[src/rtl/nsg_pkg.sv]
package nsg_pkg;

    // Status byte bit positions
    localparam int SB_BUSY = 0;
    localparam int SB_WEL  = 1;
    localparam int SB_BPLO = 2;
    localparam int SB_TB   = 5;
    localparam int SB_RSVD = 6;
    localparam int SB_LOCK = 7;

    // Protect level: all-protected code
    localparam logic [2:0] BP_ALL = 3'd7;

    typedef enum logic [1:0] {
        OP_PROG = 2'd0,
        OP_SECT = 2'd1,
        OP_BLK  = 2'd2,
        OP_CHIP = 2'd3
    } mem_op_e;

    typedef enum logic [2:0] {
        CMD_NONE,
        CMD_WRDI,
        CMD_WREN,
        CMD_WRSR,
        CMD_MEM
    } cmd_kind_e;

    typedef enum logic {
        ST_READY  = 1'b0,
        ST_ENGINE = 1'b1
    } seq_state_e;

endpackage

[src/rtl/nsg_cmd_pick.sv]
module nsg_cmd_pick
    import nsg_pkg::*;
(
    input  logic      wrdi,
    input  logic      wren,
    input  logic      wrsr,
    input  logic      pp,
    input  logic      se,
    input  logic      be,
    input  logic      ce,
    output cmd_kind_e kind,
    output mem_op_e   op
);

    // Fixed priority among coinciding strobes
    always_comb begin
        kind = CMD_NONE;
        op   = OP_PROG;
        if (wrdi) begin
            kind = CMD_WRDI;
        end else if (wren) begin
            kind = CMD_WREN;
        end else if (wrsr) begin
            kind = CMD_WRSR;
        end else if (pp) begin
            kind = CMD_MEM;
            op   = OP_PROG;
        end else if (se) begin
            kind = CMD_MEM;
            op   = OP_SECT;
        end else if (be) begin
            kind = CMD_MEM;
            op   = OP_BLK;
        end else if (ce) begin
            kind = CMD_MEM;
            op   = OP_CHIP;
        end
    end

endmodule

[src/rtl/nsg_region.sv]
module nsg_region #(
    parameter int ADDR_W = 19,
    parameter int BLK_W  = 3
) (
    input  logic [2:0]        bp,
    input  logic              tb,
    input  logic [ADDR_W-1:0] addr,
    output logic              hit
);

    localparam logic [BLK_W:0] TOTAL_BLK = (BLK_W+1)'(1) << BLK_W;

    logic [BLK_W-1:0] blk;
    logic [BLK_W:0]   nblk;

    assign blk = addr[ADDR_W-1 -: BLK_W];

    // Number of protected blocks, saturating at the whole array
    always_comb begin
        if (bp == 3'd0) begin
            nblk = '0;
        end else if (bp == nsg_pkg::BP_ALL || (int'(bp) - 1) >= BLK_W) begin
            nblk = TOTAL_BLK;
        end else begin
            nblk = (BLK_W+1)'(1) << (bp - 3'd1);
        end
    end

    always_comb begin
        if (tb) begin
            hit = ({1'b0, blk} < nblk);
        end else begin
            hit = ({1'b0, blk} >= (TOTAL_BLK - nblk));
        end
    end

endmodule

[src/rtl/nsg_seq.sv]
module nsg_seq
    import nsg_pkg::*;
(
    input  logic       clk,
    input  logic       por_n,
    input  logic       soft_rst,
    input  cmd_kind_e  kind,
    input  mem_op_e    op,
    input  logic [7:0] wr_data,
    input  logic       wp_n,
    input  logic       eng_done,
    input  logic       cmd_hit,
    input  logic       rdsr,
    output logic [2:0] bp,
    output logic       tb,
    output logic       bpl,
    output logic       wel,
    output logic       busy,
    output logic       grant,
    output mem_op_e    grant_op,
    output logic       rd_valid,
    output logic [7:0] rd_data
);

    seq_state_e state_q, state_d;
    logic       deny;
    logic       accept;
    logic       sr_take;
    logic [7:0] cur_status;

    assign busy = (state_q == ST_ENGINE);

    // Chip erase needs an empty protect field; others test their address
    assign deny    = (op == OP_CHIP) ? (bp != 3'd0) : cmd_hit;
    assign accept  = (state_q == ST_READY) && (kind == CMD_MEM) && wel && !deny;
    assign sr_take = (state_q == ST_READY) && (kind == CMD_WRSR) && wel && !soft_rst;

    assign cur_status = {bpl, 1'b0, tb, bp, wel, busy};

    // State register
    always_ff @(posedge clk or negedge por_n) begin
        if (!por_n) begin
            state_q <= ST_READY;
        end else begin
            state_q <= state_d;
        end
    end

    // Next state: ACCEPT, FINISH, ABORT
    always_comb begin
        state_d = state_q;
        if (soft_rst) begin
            state_d = ST_READY;
        end else begin
            unique case (state_q)
                ST_READY: begin
                    if (accept) state_d = ST_ENGINE;
                end
                ST_ENGINE: begin
                    if (eng_done) state_d = ST_READY;
                end
            endcase
        end
    end

    // Write-enable latch
    always_ff @(posedge clk or negedge por_n) begin
        if (!por_n) begin
            wel <= 1'b0;
        end else if (soft_rst) begin
            wel <= 1'b0;
        end else begin
            unique case (state_q)
                ST_ENGINE: begin
                    if (eng_done) wel <= 1'b0;
                end
                ST_READY: begin
                    unique case (kind)
                        CMD_WRDI: wel <= 1'b0;
                        CMD_WREN: wel <= 1'b1;
                        CMD_WRSR: wel <= 1'b0;
                        CMD_MEM:  if (deny) wel <= 1'b0;
                        default:  wel <= wel;
                    endcase
                end
            endcase
        end
    end

    // Non-volatile protection fields: only power-on reloads them
    always_ff @(posedge clk or negedge por_n) begin
        if (!por_n) begin
            bp  <= BP_ALL;
            tb  <= 1'b0;
            bpl <= 1'b0;
        end else if (sr_take) begin
            bpl <= wr_data[SB_LOCK];
            if (!bpl) begin
                bp <= wr_data[SB_BPLO +: 3];
                if (wp_n) tb <= wr_data[SB_TB];
            end
        end
    end

    // Registered outputs
    always_ff @(posedge clk or negedge por_n) begin
        if (!por_n) begin
            grant    <= 1'b0;
            grant_op <= OP_PROG;
            rd_valid <= 1'b0;
            rd_data  <= '0;
        end else begin
            grant    <= accept && !soft_rst;
            if (accept) grant_op <= op;
            rd_valid <= rdsr;
            if (rdsr) rd_data <= cur_status;
        end
    end

endmodule

[src/rtl/nor_status_guard.sv]
module nor_status_guard
    import nsg_pkg::*;
#(
    parameter int ADDR_W = 19,
    parameter int BLK_W  = 3
) (
    input  logic              clk,
    input  logic              por_n,
    input  logic              soft_rst,
    input  logic              cmd_wren,
    input  logic              cmd_wrdi,
    input  logic              cmd_rdsr,
    input  logic              cmd_wrsr,
    input  logic [7:0]        wrsr_data,
    input  logic              cmd_pp,
    input  logic              cmd_se,
    input  logic              cmd_be,
    input  logic              cmd_ce,
    input  logic [ADDR_W-1:0] cmd_addr,
    input  logic              wp_n,
    input  logic              eng_done,
    input  logic [ADDR_W-1:0] query_addr,
    output logic [7:0]        status,
    output logic              rd_valid,
    output logic [7:0]        rd_data,
    output logic              mem_grant,
    output logic [1:0]        mem_op,
    output logic              query_prot
);

    cmd_kind_e  kind;
    mem_op_e    op;
    mem_op_e    grant_op;
    logic [2:0] bp;
    logic       tb;
    logic       bpl;
    logic       wel;
    logic       busy;
    logic       cmd_hit;

    nsg_cmd_pick u_pick (
        .wrdi (cmd_wrdi),
        .wren (cmd_wren),
        .wrsr (cmd_wrsr),
        .pp   (cmd_pp),
        .se   (cmd_se),
        .be   (cmd_be),
        .ce   (cmd_ce),
        .kind (kind),
        .op   (op)
    );

    nsg_region #(.ADDR_W(ADDR_W), .BLK_W(BLK_W)) u_cmd_region (
        .bp   (bp),
        .tb   (tb),
        .addr (cmd_addr),
        .hit  (cmd_hit)
    );

    nsg_region #(.ADDR_W(ADDR_W), .BLK_W(BLK_W)) u_query_region (
        .bp   (bp),
        .tb   (tb),
        .addr (query_addr),
        .hit  (query_prot)
    );

    nsg_seq u_seq (
        .clk      (clk),
        .por_n    (por_n),
        .soft_rst (soft_rst),
        .kind     (kind),
        .op       (op),
        .wr_data  (wrsr_data),
        .wp_n     (wp_n),
        .eng_done (eng_done),
        .cmd_hit  (cmd_hit),
        .rdsr     (cmd_rdsr),
        .bp       (bp),
        .tb       (tb),
        .bpl      (bpl),
        .wel      (wel),
        .busy     (busy),
        .grant    (mem_grant),
        .grant_op (grant_op),
        .rd_valid (rd_valid),
        .rd_data  (rd_data)
    );

    assign status = {bpl, 1'b0, tb, bp, wel, busy};
    assign mem_op = grant_op;

endmodule

[config.mk]
export PLATFORM = sky130hd
export DESIGN_NAME = nor_status_guard
export DESIGN_NICKNAME = d
export VERILOG_FILES = /design/src/rtl/nsg_pkg.sv /design/src/rtl/nsg_cmd_pick.sv /design/src/rtl/nsg_region.sv /design/src/rtl/nsg_seq.sv /design/src/rtl/nor_status_guard.sv
export SDC_FILE = /design/constraint.sdc
export NUM_CORES = 1
export LEC_CHECK = 0
export ABC_CLOCK_PERIOD_IN_PS = 3650
export BUFFER_PORTS_ARGS = -buffer_cell sky130_fd_sc_hd__buf_2
export CAP_MARGIN = 20
export CELL_PAD_IN_SITES_DETAIL_PLACEMENT = 1
export CELL_PAD_IN_SITES_GLOBAL_PLACEMENT = 1
export CORE_ASPECT_RATIO = 0.5
export CORE_MARGIN = 10
export CORE_UTILIZATION = 30
export CTS_BUF_LIST = sky130_fd_sc_hd__clkbuf_4 sky130_fd_sc_hd__clkbuf_8
export DETAILED_ROUTE_END_ITERATION = 10
export PLACE_DENSITY = 0.89
export SETUP_SLACK_MARGIN = 0.02
export SKIP_CTS_REPAIR_TIMING = 1
export SLEW_MARGIN = 20
export SYNTH_ARGS = -nofsm -noshare
export SYNTH_HDL_FRONTEND = slang
export SYNTH_SLANG_ARGS = --single-unit
[constraint.sdc]
create_clock -name clk -period 3.65 [get_ports clk]
set_input_delay 0.9125 -clock clk [delete_from_list [all_inputs] [get_ports clk]]
set_output_delay 0.9125 -clock clk [all_outputs]
set_load 0.03 [all_outputs]
==> summary.md <==
| Metric | Value |
|---|---|
| Number of slew-limit violations in the final report | `0` |
| Distinct cell type count after synthesis | `34` |
| Port Buffer Count | `42` |
| Boundary pin count | `80` |
| Total of flip-flops plus latches after synthesis | `18` |
| Global routing usage summed across all routing layers | `9.590%` |
| Vias per std cell | `4.723` |
| Leakage power of the design | `0.7175 nW` |
| RSZ-0062 raised after global routing | `no` |
| Most frequent cell on the critical path | `sky130_fd_sc_hd__a21oi_1` |
| Clock transition at the registers of the reported paths | `0.06 ns` |
| Final global-route overflow total | `0` |
| Post-Synthesis Cells | `104` |
| Main combinational cell family by area after synthesis | `simple AND/OR/NAND/NOR gates` |
| Critical-path cell list | `or3b_2 -> ha_1 -> nor2b_1 -> o21a_1 -> o21ai_0 -> a21oi_1 -> a21oi_1 -> buf_4` |
| Global-route wire length before repair | `5264 µm` |
| Largest fanout on the critical path | `8` |
| Number of max-cap violations | `0` |
| Area share of xor/xnor cells in the synthesized design | `0.7769%` |
| Pwr per Cell Area | `373.0 nW/µm²` |
| Number of DRC violations after detailed-routing iteration 0 | `13` |
| Startpoint of the worst register-to-register path | `u_seq.bp[1]$_DFFE_PN1P_` |
| Total Power | `0.5251 mW` |
| Adder-cell area share of the yosys netlist | `10.43%` |
| Clock Sinks | `18` |
| Maximum clock path buffer count | `2` |
| Switching Share | `32.45%` |
| Layout cell share with drive strength beyond 1 | `46.53%` |
| RD Place Congestion | `0.7488` |
| Via count of the first global-routing pass | `1055` |
| Flop-to-flop setup slack | `0.63 ns` |
| Most used DFF post-synth | `sky130_fd_sc_hd__dfrtp_1` |
| Arrival @ worst endpoint | `2.53 ns` |
| Critical path data required time | `2.74 ns` |
| Die Span X | `106.7 µm` |
| Clock network latency to the later pin of the worst-skew pair | `0.26 ns` |
| Cell type of the slowest stage on the worst timing path | `sky130_fd_sc_hd__dfstp_2` |
| Crit path capture type | `primary output` |
| H-tree Lvls | `1` |
| Yosys Warn Count | `0` |
| CP peak stage delay | `0.61 ns` |
| Routed len/inst | `16.90 µm` |
| Initial antenna violation count | `0` |
| Startpoint of the worst setup timing path | `u_seq.bp[1]$_DFFE_PN1P_` |
| Antenna fix cells | `0` |
| Die extent in y | `63.35 µm` |
| Endpoints failing setup | `0` |
| Site Rows | `15` |
| CTS tree | `done` |
| Clock Skews | `0.004494 ns` |
| Sequential share of the synthesized area | `40.29%` |
| Count of flip-flops with a built-in enable after synthesis | `0` |
| Area share of and/or/nand/nor cells after synthesis | `15.87%` |
| Layout overhead on the synthesized area | `24.86%` |
| Relative contribution of sequential cells to total power | `43.4%` |
| Biggest area consumer among synthesized cells | `sky130_fd_sc_hd__dfrtp_1` |
| Part of the total power dissipated in combinational logic | `27.7%` |
| Detailed-router iteration count before antenna repair | `4` |
| Sum Neg Setup Slack | `0 ns` |
| Number of cells on the worst reg-to-reg path | `7` |
| IR Drop Worst-Case VDD | `125.6 µV` |
| Fraction of synthesized area in multiplexers | `13.98%` |
| Netlist Area Pre-Place | `1127 µm²` |
| Clk Tree Root Cell | `sky130_fd_sc_hd__clkbuf_8` |
| Ratio of final minimum period to clock period | `94.36%` |
| Min-Delay Path Class | `flop to flop` |
| Peak clock frequency supported by timing | `0.2904 GHz` |
| Critical R2R Capture | `u_seq.grant_op[1]$_DFFE_PN0N_` |
| Internal Power | `0.3547 mW` |
| Final Hold Viols | `0` |
| Setup crit start kind | `flop` |
| Net Switching | `0.1704 mW` |
| Status | `complete, no violations` |
| HPWL reported at the end of detailed placement | `2793 µm` |
| Yosys top cell area share | `33.30%` |
| Share of flip-flops with an asynchronous set or reset | `100.0%` |
| Full die area | `6758 µm²` |
| Total Routed Length | `3295 µm` |
| Clock share of power | `28.9%` |
| Clock period minus worst slack | `3.444 ns` |
| Mean cell area of the mapped netlist | `10.84 µm²` |
| Critical path class | `flop to primary output` |
| Core Footprint | `3528 µm²` |
| Post-detailed-route count of antenna-violating nets | `0` |
| Number of buffers created by CTS | `3` |
| DRC violations left | `0` |
| CP endpoint | `query_prot` |
| Number of nets in the layout | `211` |
| Starting density of the core | `31.95%` |
| Maximum number of pins on one net before global-route repair | `19` |
| Compound-cell area share of the yosys netlist | `11.65%` |
| Top post-synthesis cells by area | `sky130_fd_sc_hd__dfrtp_1, sky130_fd_sc_hd__mux2_2, sky130_fd_sc_hd__ha_1` |
| Routed via count | `921` |
stage by stage:
stage                     setup WS, ns  area, µm²  utilization, %  cells  hold WS (ns)
after detailed placement        0.4620       1356           38.44    191        0.4933
final                           0.2060       1408           39.89    195        0.5020
after floorplan                 0.3552       1131               -    105        0.5209
after CTS                       0.1731       1405           39.82    195        0.5086
after global routing           0.03578       1408           39.89    195        0.5252
after global placement          0.5298       1356           38.44    191        0.4853
synthesized netlist by cell type, types with 2 or more instances:
master,instances
sky130_fd_sc_hd__a211oi_1,2
sky130_fd_sc_hd__a21oi_1,5
sky130_fd_sc_hd__buf_4,6
sky130_fd_sc_hd__dfrtp_1,15
sky130_fd_sc_hd__dfstp_2,3
sky130_fd_sc_hd__ha_1,7
sky130_fd_sc_hd__inv_1,6
sky130_fd_sc_hd__maj3_1,3
sky130_fd_sc_hd__mux2_1,2
sky130_fd_sc_hd__mux2_2,12
sky130_fd_sc_hd__nand2_1,3
sky130_fd_sc_hd__nand2b_1,4
sky130_fd_sc_hd__nor2_1,11
sky130_fd_sc_hd__nor2b_1,2
sky130_fd_sc_hd__nor3_1,3
sky130_fd_sc_hd__o21ai_0,2
worst min-delay path by stage:
stage | startpoint | to | slack [ns] | cells past startpoint
3_5_place_dp | u_seq.grant_op[0]$_DFFE_PN0N_ | u_seq.grant_op[0]$_DFFE_PN0N_ | 0.49 | 1
6_report | u_seq.grant_op[0]$_DFFE_PN0N_ | u_seq.grant_op[0]$_DFFE_PN0N_ | 0.50 | 1
3_3_place_gp | u_seq.rd_data[7]$_DFFE_PN0P_ | u_seq.rd_data[7]$_DFFE_PN0P_ | 0.49 | 1
2_1_floorplan | u_seq.bpl$_DFFE_PN0P_ | u_seq.bpl$_DFFE_PN0P_ | 0.52 | 1
5_1_grt | u_seq.grant_op[0]$_DFFE_PN0N_ | u_seq.grant_op[0]$_DFFE_PN0N_ | 0.53 | 1
4_1_cts | u_seq.rd_data[4]$_DFFE_PN0P_ | u_seq.rd_data[4]$_DFFE_PN0P_ | 0.51 | 1
worst max-delay path: cells and delay by family (launching register included):
kind                     cells  cell delay [ns]
AO/OA/AOI/OAI                4             0.55
adder cells (fa/ha/maj)      1             0.29
buffers and inverters        1             0.19
flip-flops                   1             0.61
AND/OR/NAND/NOR              2             0.64
sequential cells by signal, summed over array words and instances (netlist names):
| signal | count |
|---|---|
| u_seq.bp | 3 |
| u_seq.grant_op | 2 |
| u_seq.rd_data | 7 |
| u_seq.tb | 1 |
| u_seq.bpl | 1 |
| u_seq.grant | 1 |
| u_seq.busy | 1 |
| u_seq.wel | 1 |
| u_seq.rd_valid | 1 |
cell type report:
class,instances,area [µm²]
Inverter,7,26.28
Timing Repair Buffer,42,212.7
Sequential cell,18,454.2
Clock buffer,4,48.80
Multi-Input combinational cell,73,601.8
Fill cell,421,2121
Tap cell,51,63.81
cell usage in the layout (no fill, tap or decap), types with 2 or more instances in the layout:
cell type	instances
sky130_fd_sc_hd__buf_2	41
sky130_fd_sc_hd__dfrtp_1	15
sky130_fd_sc_hd__mux2_2	12
sky130_fd_sc_hd__nor2_1	11
sky130_fd_sc_hd__ha_1	7
sky130_fd_sc_hd__inv_1	6
sky130_fd_sc_hd__a21oi_1	5
sky130_fd_sc_hd__nand2b_1	4
sky130_fd_sc_hd__nand2_1	3
sky130_fd_sc_hd__maj3_1	3
sky130_fd_sc_hd__nor3_1	3
sky130_fd_sc_hd__clkbuf_8	3
sky130_fd_sc_hd__dfstp_2	3
sky130_fd_sc_hd__o21ai_0	2
sky130_fd_sc_hd__nor2b_1	2
sky130_fd_sc_hd__a211oi_1	2
sky130_fd_sc_hd__mux2_1	2
sky130_fd_sc_hd__conb_1	2
power by group through the flow:
| stage | registers, mW | clock network, mW | logic (mW) |
|---|---|---|---|
| floorplan | 0.250 | 0 | 0.0746 |
| global placement | 0.230 | 0 | 0.138 |
| detailed placement | 0.231 | 0 | 0.146 |
| CTS | 0.228 | 0.158 | 0.146 |
| global route | 0.230 | 0.167 | 0.159 |
| finish | 0.228 | 0.152 | 0.145 |
metal layers:
metal / share of wire (%) / track usage [%]
met2: 58 / 19.51
met5: 0 / 0
met4: 1.7 / 3.356
met3: 3.2 / 2.333
met1: 38 / 9.049
logic make-up (layout without fill, tap and decap cells):
| logic type | Yosys count | after routing |
|---|---|---|
| muxes | 14 | 14 |
| other | 1 | 2 |
| and+or+nand+nor | 30 | 30 |
| buffers and inverters | 14 | 53 |
| adders and majority gates | 10 | 10 |
| AOI/OAI and AO/OA | 16 | 16 |
| DFF | 18 | 18 |
| xor gates and xnor gates | 1 | 1 |
Note: power is estimated with default switching activity, not from simulation.
